[src/rtl/uart_tx_pkg.sv]
package uart_tx_pkg;

  localparam int MAX_BITS = 9;
  localparam int MIN_BITS = 5;

  typedef enum logic [2:0] {
    PAR_NONE  = 3'd0,
    PAR_EVEN  = 3'd1,
    PAR_ODD   = 3'd2,
    PAR_MARK  = 3'd3,
    PAR_SPACE = 3'd4
  } parity_e;

  // Normalised frame format, captured at acceptance.
  typedef struct packed {
    logic [3:0] nBits;
    logic [2:0] par;
    logic       twoStop;
    logic       err;
  } frame_fmt_t;

  // Strobes from control to datapath, one per bit boundary.
  typedef struct packed {
    logic load;
    logic emitStart;
    logic emitData;
    logic emitParity;
    logic emitStop;
  } tx_strobe_t;

  function automatic frame_fmt_t normaliseFmt(input logic [3:0] bitsReq,
                                              input logic [2:0] parReq,
                                              input logic       twoReq);
    frame_fmt_t f;
    f.twoStop = twoReq;
    f.err     = 1'b0;
    if (bitsReq < 4'(MIN_BITS))      f.nBits = 4'(MIN_BITS);
    else if (bitsReq > 4'(MAX_BITS)) f.nBits = 4'(MAX_BITS);
    else                             f.nBits = bitsReq;
    f.par = (parReq > PAR_SPACE) ? PAR_NONE : parReq;
    if (f.nBits == 4'(MAX_BITS) && (f.par == PAR_EVEN || f.par == PAR_ODD)) begin
      f.par = PAR_MARK;
      f.err = 1'b1;
    end
    return f;
  endfunction

endpackage

[src/rtl/uart_tx_ctrl.sv]
module uart_tx_ctrl
  import uart_tx_pkg::*;
#(
  parameter int BAUD_DIV = 16,
  parameter logic [7:0] XON_CODE = 8'h11,
  parameter logic [7:0] XOFF_CODE = 8'h13
) (
  input  logic       clk,
  input  logic       rstN,
  input  logic       inValid,
  input  logic       ctsOk,
  input  logic       swFlowEn,
  input  logic [7:0] rxChar,
  input  logic       rxCharValid,
  input  frame_fmt_t fmtReq,
  output logic       inReady,
  output tx_strobe_t strobe
);

  localparam int CNT_W = (BAUD_DIV > 1) ? $clog2(BAUD_DIV) : 1;
  localparam logic [CNT_W-1:0] CNT_LAST = CNT_W'(BAUD_DIV - 1);

  typedef enum logic [2:0] {ST_IDLE, ST_START, ST_DATA, ST_PAR, ST_STOP} tx_state_e;

  tx_state_e        state, stateNext;
  logic [CNT_W-1:0] baudCnt;
  logic [3:0]       bitCnt, bitNext;
  frame_fmt_t       fmtQ;
  logic             pausedQ;
  logic             bitEnd;
  logic             accept;

  assign bitEnd  = (baudCnt == CNT_LAST);
  assign inReady = (state == ST_IDLE) && ctsOk && !(swFlowEn && pausedQ);
  assign accept  = inValid && inReady;

  always_comb begin
    stateNext = state;
    bitNext   = bitCnt;
    strobe    = '0;
    unique case (state)
      ST_IDLE: if (accept) begin
        strobe.load      = 1'b1;
        strobe.emitStart = 1'b1;
        stateNext        = ST_START;
      end
      ST_START: if (bitEnd) begin
        strobe.emitData = 1'b1;
        bitNext         = '0;
        stateNext       = ST_DATA;
      end
      ST_DATA: if (bitEnd) begin
        if (bitCnt == 4'(fmtQ.nBits - 4'd1)) begin
          if (fmtQ.par != PAR_NONE) begin
            strobe.emitParity = 1'b1;
            stateNext         = ST_PAR;
          end else begin
            strobe.emitStop = 1'b1;
            bitNext         = '0;
            stateNext       = ST_STOP;
          end
        end else begin
          strobe.emitData = 1'b1;
          bitNext         = bitCnt + 4'd1;
        end
      end
      ST_PAR: if (bitEnd) begin
        strobe.emitStop = 1'b1;
        bitNext         = '0;
        stateNext       = ST_STOP;
      end
      ST_STOP: if (bitEnd) begin
        if (fmtQ.twoStop && bitCnt == 4'd0) bitNext = 4'd1;
        else                                stateNext = ST_IDLE;
      end
      default: stateNext = ST_IDLE;
    endcase
  end

  always_ff @(posedge clk) begin
    if (!rstN) begin
      state   <= ST_IDLE;
      baudCnt <= '0;
      bitCnt  <= '0;
      fmtQ    <= '0;
    end else begin
      state  <= stateNext;
      bitCnt <= bitNext;
      if (state == ST_IDLE || bitEnd) baudCnt <= '0;
      else                            baudCnt <= baudCnt + 1'b1;
      if (accept) fmtQ <= fmtReq;
    end
  end

  always_ff @(posedge clk) begin
    if (!rstN || !swFlowEn) pausedQ <= 1'b0;
    else if (rxCharValid) begin
      if (rxChar == XOFF_CODE)     pausedQ <= 1'b1;
      else if (rxChar == XON_CODE) pausedQ <= 1'b0;
    end
  end

endmodule

[src/rtl/uart_tx_dp.sv]
module uart_tx_dp
  import uart_tx_pkg::*;
(
  input  logic                clk,
  input  logic                rstN,
  input  tx_strobe_t          strobe,
  input  logic [MAX_BITS-1:0] inData,
  input  frame_fmt_t          fmtReq,
  output logic                txLine
);

  logic [MAX_BITS-1:0] masked;
  logic [MAX_BITS-1:0] shiftQ;
  logic                parQ;
  logic                parBit;
  logic                lineQ;

  for (genvar i = 0; i < MAX_BITS; i++) begin : g_mask
    assign masked[i] = inData[i] && (fmtReq.nBits > 4'(i));
  end

  always_comb begin
    unique case (fmtReq.par)
      PAR_EVEN: parBit = ^masked;
      PAR_ODD:  parBit = ~^masked;
      PAR_MARK: parBit = 1'b1;
      default:  parBit = 1'b0;
    endcase
  end

  always_ff @(posedge clk) begin
    if (!rstN) begin
      shiftQ <= '0;
      parQ   <= 1'b0;
      lineQ  <= 1'b1;
    end else begin
      if (strobe.load) begin
        shiftQ <= masked;
        parQ   <= parBit;
      end
      if (strobe.emitStart) lineQ <= 1'b0;
      else if (strobe.emitData) begin
        lineQ  <= shiftQ[0];
        shiftQ <= shiftQ >> 1;
      end
      else if (strobe.emitParity) lineQ <= parQ;
      else if (strobe.emitStop)   lineQ <= 1'b1;
    end
  end

  assign txLine = lineQ;

endmodule

[src/rtl/uart_tx_flow.sv]
module uart_tx_flow
  import uart_tx_pkg::*;
#(
  parameter int BAUD_DIV = 16,
  parameter logic [7:0] XON_CODE = 8'h11,
  parameter logic [7:0] XOFF_CODE = 8'h13
) (
  input  logic       clk,
  input  logic       rstN,
  input  logic [3:0] cfgDataBits,
  input  logic [2:0] cfgParity,
  input  logic       cfgTwoStop,
  input  logic [8:0] inData,
  input  logic       inValid,
  output logic       inReady,
  input  logic       ctsOk,
  input  logic       swFlowEn,
  input  logic [7:0] rxChar,
  input  logic       rxCharValid,
  output logic       txLine,
  output logic       cfgError
);

  frame_fmt_t fmtReq;
  tx_strobe_t strobe;

  assign fmtReq   = normaliseFmt(cfgDataBits, cfgParity, cfgTwoStop);
  assign cfgError = fmtReq.err;

  uart_tx_ctrl #(
    .BAUD_DIV (BAUD_DIV),
    .XON_CODE (XON_CODE),
    .XOFF_CODE(XOFF_CODE)
  ) u_ctrl (
    .clk        (clk),
    .rstN       (rstN),
    .inValid    (inValid),
    .ctsOk      (ctsOk),
    .swFlowEn   (swFlowEn),
    .rxChar     (rxChar),
    .rxCharValid(rxCharValid),
    .fmtReq     (fmtReq),
    .inReady    (inReady),
    .strobe     (strobe)
  );

  uart_tx_dp u_dp (
    .clk   (clk),
    .rstN  (rstN),
    .strobe(strobe),
    .inData(inData),
    .fmtReq(fmtReq),
    .txLine(txLine)
  );

endmodule

[config.mk]
export PLATFORM = sky130hd
export DESIGN_NAME = uart_tx_flow
export DESIGN_NICKNAME = d
export VERILOG_FILES = /design/src/rtl/uart_tx_pkg.sv /design/src/rtl/uart_tx_ctrl.sv /design/src/rtl/uart_tx_dp.sv /design/src/rtl/uart_tx_flow.sv
export SDC_FILE = /design/constraint.sdc
export NUM_CORES = 1
export LEC_CHECK = 0
export BUFFER_PORTS_ARGS = -buffer_cell sky130_fd_sc_hd__buf_4
export CORE_MARGIN = 2
export CORE_UTILIZATION = 45
export CTS_BUF_LIST = sky130_fd_sc_hd__clkbuf_4 sky130_fd_sc_hd__clkbuf_8 sky130_fd_sc_hd__clkbuf_16
export DETAILED_ROUTE_END_ITERATION = 8
export PLACE_DENSITY = 0.66
export SYNTH_ARGS = -nofsm -noshare
export SYNTH_HDL_FRONTEND = slang
export SYNTH_HIERARCHICAL = 1
export SYNTH_SLANG_ARGS = --single-unit
[constraint.sdc]
create_clock -name clk -period 4.6 [get_ports clk]
set_input_delay 0.46 -clock clk [delete_from_list [all_inputs] [get_ports clk]]
set_output_delay 0.46 -clock clk [all_outputs]
set_load 0.01 [all_outputs]
After elaboration in Yosys (flattened, before gate mapping)
Index checks and enable logic that the tools add are counted.
Widths: inputs -> output; s select.
Storage, ports and cells
  bits in registers: 31
  input port bits: 31
  output and inout port bits: 3
  word-level logic and storage cells: 126
Cells by class
  add/subtract/negate cells: 3
  $lt $le $gt $ge: 12
  equality and inequality tests: 24
  muxes and demuxes: 42
  bitwise operators: 1
  reduce and logical (&&, ||, !) cells: 34
Operators by type and width (number)
  $mux 3: 11
  $mux 4: 8
  $mux 9: 3
  $eq 8x5->1 const B: 2
  $gt 4x3->1 const B: 4
  $ne 2x1->1 const B: 8
  $eq 3x2->1 const B: 5
  $logic_and 1x1->1: 15
  $pmux 3 s5: 1
  $mux 1: 12
  $pmux 4 s3: 1
  $eq 3x1->1 const B: 3
  $reduce_xnor 9->1: 1
  $reduce_xor 9->1: 1
  $add 4x1->4 const B: 2
  $eq 4x4->1 const B: 2
  $gt 4x1->1 const B: 2
  $gt 4x2->1 const B: 2
  $gt 4x4->1 const B: 2
  $reduce_and 7->1: 1
  $mux 2: 3
  $reduce_and 6->1: 1
  $reduce_bool 3->1: 2
  $eq 4x4->1: 1
  17 further kinds: 23

Depth between registers and ports, before layout
  depth in word-level cells: 9
  depth in mapped cells: 12
  depth with buffers taken out: 12

Modules after synthesis
Netlist, hierarchy kept.
By module, submodules not included
  uart_tx_ctrl: instances 1, cells each 137, area an instance 1154.9 µm², seq. area each 400.4 µm²
  uart_tx_dp: instances 1, cells each 97, area an instance 709.4 µm², seq. area each 220.2 µm²
  uart_tx_flow: instances 1, cells each 13, area an instance 100.1 µm², seq. area each 0.0 µm²

Worst setup path after synthesis
OpenSTA, ideal clock, no wires.
  kind: reg-to-reg
  from: register u_ctrl/fmtQ[5] (netlist bit)
  to: register u_dp.shiftQ[0]
  setup time: 0.075 ns
  data arrival time: 2.314 ns
  data required time: 4.525 ns
  slack: 2.211 ns
  cell stages (with the launch flop): 12
  buffers on the path: 0
  clock period less this slack: 2.389 ns
  path through: dfxtp_1 inv_1 ha_1 xnor2_1 nor3_4 a21oi_2 mux2i_1 nor3_1 inv_1 nor3b_1 nand2_1 o21ai_0
RTL lines
  from (decl): line uart_tx_ctrl.sv:28  | frame_fmt_t fmtQ;
  from (signal assigned): line uart_tx_ctrl.sv:91  | if (accept) fmtQ <= fmtReq;
  to (signal assigned): line uart_tx_dp.sv:38  | shiftQ <= masked;
  to (signal assigned): line uart_tx_dp.sv:44  | shiftQ <= shiftQ >> 1;
  to (decl): line uart_tx_dp.sv:13  | logic [MAX_BITS-1:0] shiftQ;

==> out/results.txt <==
warning count from the yosys run: 6
Hold Crit Class: primary input to flip-flop
total gr overflow: 0
Die ar.: 0.004910 sq mm
Post-Synthesis Cells: 247
Antenna Cells: 0
Vias/cell: 5.552
unrepaired setup endpoints after global routing: false
family with the most delay on the worst path: simple AND/OR/NAND/NOR gates
Crit path largest cell delay: 0.70 ns
htree depth: 2
via count: 1821
final worst setup slack: 1.833 ns
Synth Area per Inst: 7.953 sq um
CTS tree: built
Num CTS Buffers: 5
Routed WL: 4.313 mm
TritonCTS Sinks: 31
fraction of layout cells with a size suffix above 1: 21.01%
Initial Utilization: 46.07%
Worst setup startpoint: u_ctrl/fmtQ[5]
fin crit period: 2.767 ns
hold path start: swFlowEn
CTS Hold Buffers Added: 0
DR iter-0 viols: 208
# nets final: 310
Hold Fails Final Rpt: 0
post-route ant nets: 0
WP data arrival: 2.97 ns
Synth Flop Type: dfxtp_1
design area: 0.002306 sq mm
final core utilization: 54.08%
Layout Cells excl Fill: 328
Clk pin slew, worst setup/hold paths: 0.07 ns
first-pass GRT wire length: 7.514 mm
CORE AREA: 0.004264 sq mm
Crit-path slowest cell: nor3b_1
peak supply drop: 0.00009871 V
Final Slew Violations: 0
number of fillers in the final layout: 434
residual DRC count: 0
Setup crit end kind: flip-flop
Post-Syn Nets: 282
CTS Buffer Depth: 2
cts repair resizes: 0
crit share post-route: 60.15%
clock latency on the worst-skew pair: 0.28 ns
postcts setup bufs: 0
status: finished clean
RD Place Congestion: 0.8202
Seq cells post-synth: 31
Critical path buffers and inverters: 2
die width: 70.07 microns
vias in the first global route: 1728
total power divided by cell area: 263.7 mW/mm^2
drt first pass iters: 4
final setup skew: 0.004325 ns
wire length per cell: 13.15 microns
Slew headroom: 44.82%
die height: 70.07 microns
Cell Rows: 24
pre-CTS setup slack: 1.671 ns
Cell Area, Synth: 0.001964 sq mm
RR Startpoint: u_ctrl/fmtQ[5]
Port Buffers: 33
WP data required: 4.81 ns
hold_ws: 0.4180 ns
Setup Viol. Count Final: 0
EDFF count, synth: 0
placed cell area: 0.002217 sq mm
initial antenna violation count: 0
Worst-Margin Slew: 0.8259 ns
Worst Setup Start Kind: flip-flop
total power: 0.6082 mW
Root Driver: clkbuf_8
Max-Cap Viols: 0
Setup TNS Final: 0 ns
Yosys cell types: 59
largest net degree at the start of global routing: 28
most common cell after layout, fill and taps aside: nand2_1
Boundary Pins: 34
Pleak: 0.8694 nW
dpl hpwl: 3.158 mm
Syn-to-layout area delta: 17.39%
Seq/Total Area, Yosys: 31.59%
CP max FO: 8
f_max: 0.3614 GHz
ys async rst share: 0%
post-placement cell count: 320
most frequent cells in the layout: nand2_1 (39), buf_4 (33), dfxtp_1 (31)
CP Cell Sequence: inv_1 -> ha_1 -> xnor2_1 -> nor3_4 -> a21oi_2 -> mux2i_1 -> nor3_1 -> inv_1 -> nor3b_1 -> nand2_1 -> o21ai_0
most used cell along the critical path: inv_1
total global-route track usage: 18.79%
worst setup path category: flip-flop to flip-flop
==> state kept, by name, summed over array words and instances, names as in the netlist <==
signal          cells
u_dp/parQ           1
u_ctrl/baudCnt      4
u_ctrl/pausedQ      1
u_dp/shiftQ         9
u_ctrl/fmtQ         8
u_dp/txLine         1
u_ctrl/bitCnt       4
u_ctrl/state        3
==> worst min-delay path: cells and delay by family <==
kind | cells | cell delay [ns]
buffers and inverters | 1 | 0.11
and+or+nand+nor | 1 | 0.05
AOI/OAI and AO/OA | 1 | 0.03
==> metal layers <==
layer	up-vias	track usage, %	routed length [microns]
met5	-	0	0
met4	0	7.051	48
met3	5	3.896	215
met2	46	31.01	1965
met1	830	24.11	2084
li1	940	-	-
==> kinds of logic after synthesis <==
logic type | share of synthesized area [%]
AO/OA/AOI/OAI | 21.85
flip-flops | 31.59
XOR/XNOR | 7.516
AND/OR/NAND/NOR | 28.41
multiplexers | 2.548
adder cells (fa/ha/maj) | 2.548
buffers and inverters | 5.541
==> layout make-up <==
class	instances	area [sq um]	area share (%)
Clock inverter	2	12.51	0.5426
Multi-Input combinational cell	191	1235	53.55
Timing Repair Buffer	33	247.7	10.74
Tap cell	52	65.06	2.821
Clock buffer	6	76.32	3.310
Sequential cell	31	620.6	26.91
Inverter	13	48.80	2.116
==> where the power goes <==
| part | total (mW) | switching (mW) | internal (mW) | leakage, nW |
|---|---|---|---|---|
| sequential | 0.285 | 0.00758 | 0.277 | 0.252 |
| combinational | 0.111 | 0.0572 | 0.0543 | 0.573 |
| clock | 0.212 | 0.101 | 0.111 | 0.0446 |
| total | 0.608 | 0.166 | 0.443 | 0.869 |
==> cell usage after synthesis, types with 2 or more instances <==
cell / number / area (sq um)
o221ai_1: 2 / 17.52
ha_1: 4 / 50.05
o21ai_1: 2 / 10.01
inv_1: 11 / 41.29
nor3b_1: 5 / 37.54
nor3_2: 3 / 30.03
clkbuf_1: 6 / 22.52
mux2i_1: 5 / 50.05
a211oi_1: 2 / 15.01
dfxtp_1: 31 / 620.6
nand3b_1: 2 / 15.01
nand2b_1: 2 / 12.51
nand2_1: 39 / 146.4
o21ai_0: 15 / 75.07
a31o_1: 2 / 17.52
a21oi_1: 17 / 85.08
nor2_1: 13 / 48.80
nor3_1: 8 / 40.04
xnor2_1: 11 / 96.34
buf_2: 3 / 15.01
or2_2: 2 / 12.51
xor2_1: 3 / 26.28
and3_1: 5 / 31.28
nand3_1: 7 / 35.03
nand4_1: 3 / 18.77
nor4_1: 2 / 12.51
a21boi_0: 7 / 52.55
nor2b_1: 2 / 12.51
o21a_1: 3 / 22.52
==> worst paths after layout <==
| kind | end | slack [ns] | depth (start not counted) |
|---|---|---|---|
| max | u_dp/shiftQ[4] | 1.83 | 11 |
| min | u_ctrl/pausedQ | 0.42 | 3 |
| max reg2reg | u_dp/shiftQ[4] | 1.83 | 11 |
| min reg2reg | u_ctrl/baudCnt[0] | 0.45 | 1 |
Power figures use the tool's default switching activity.
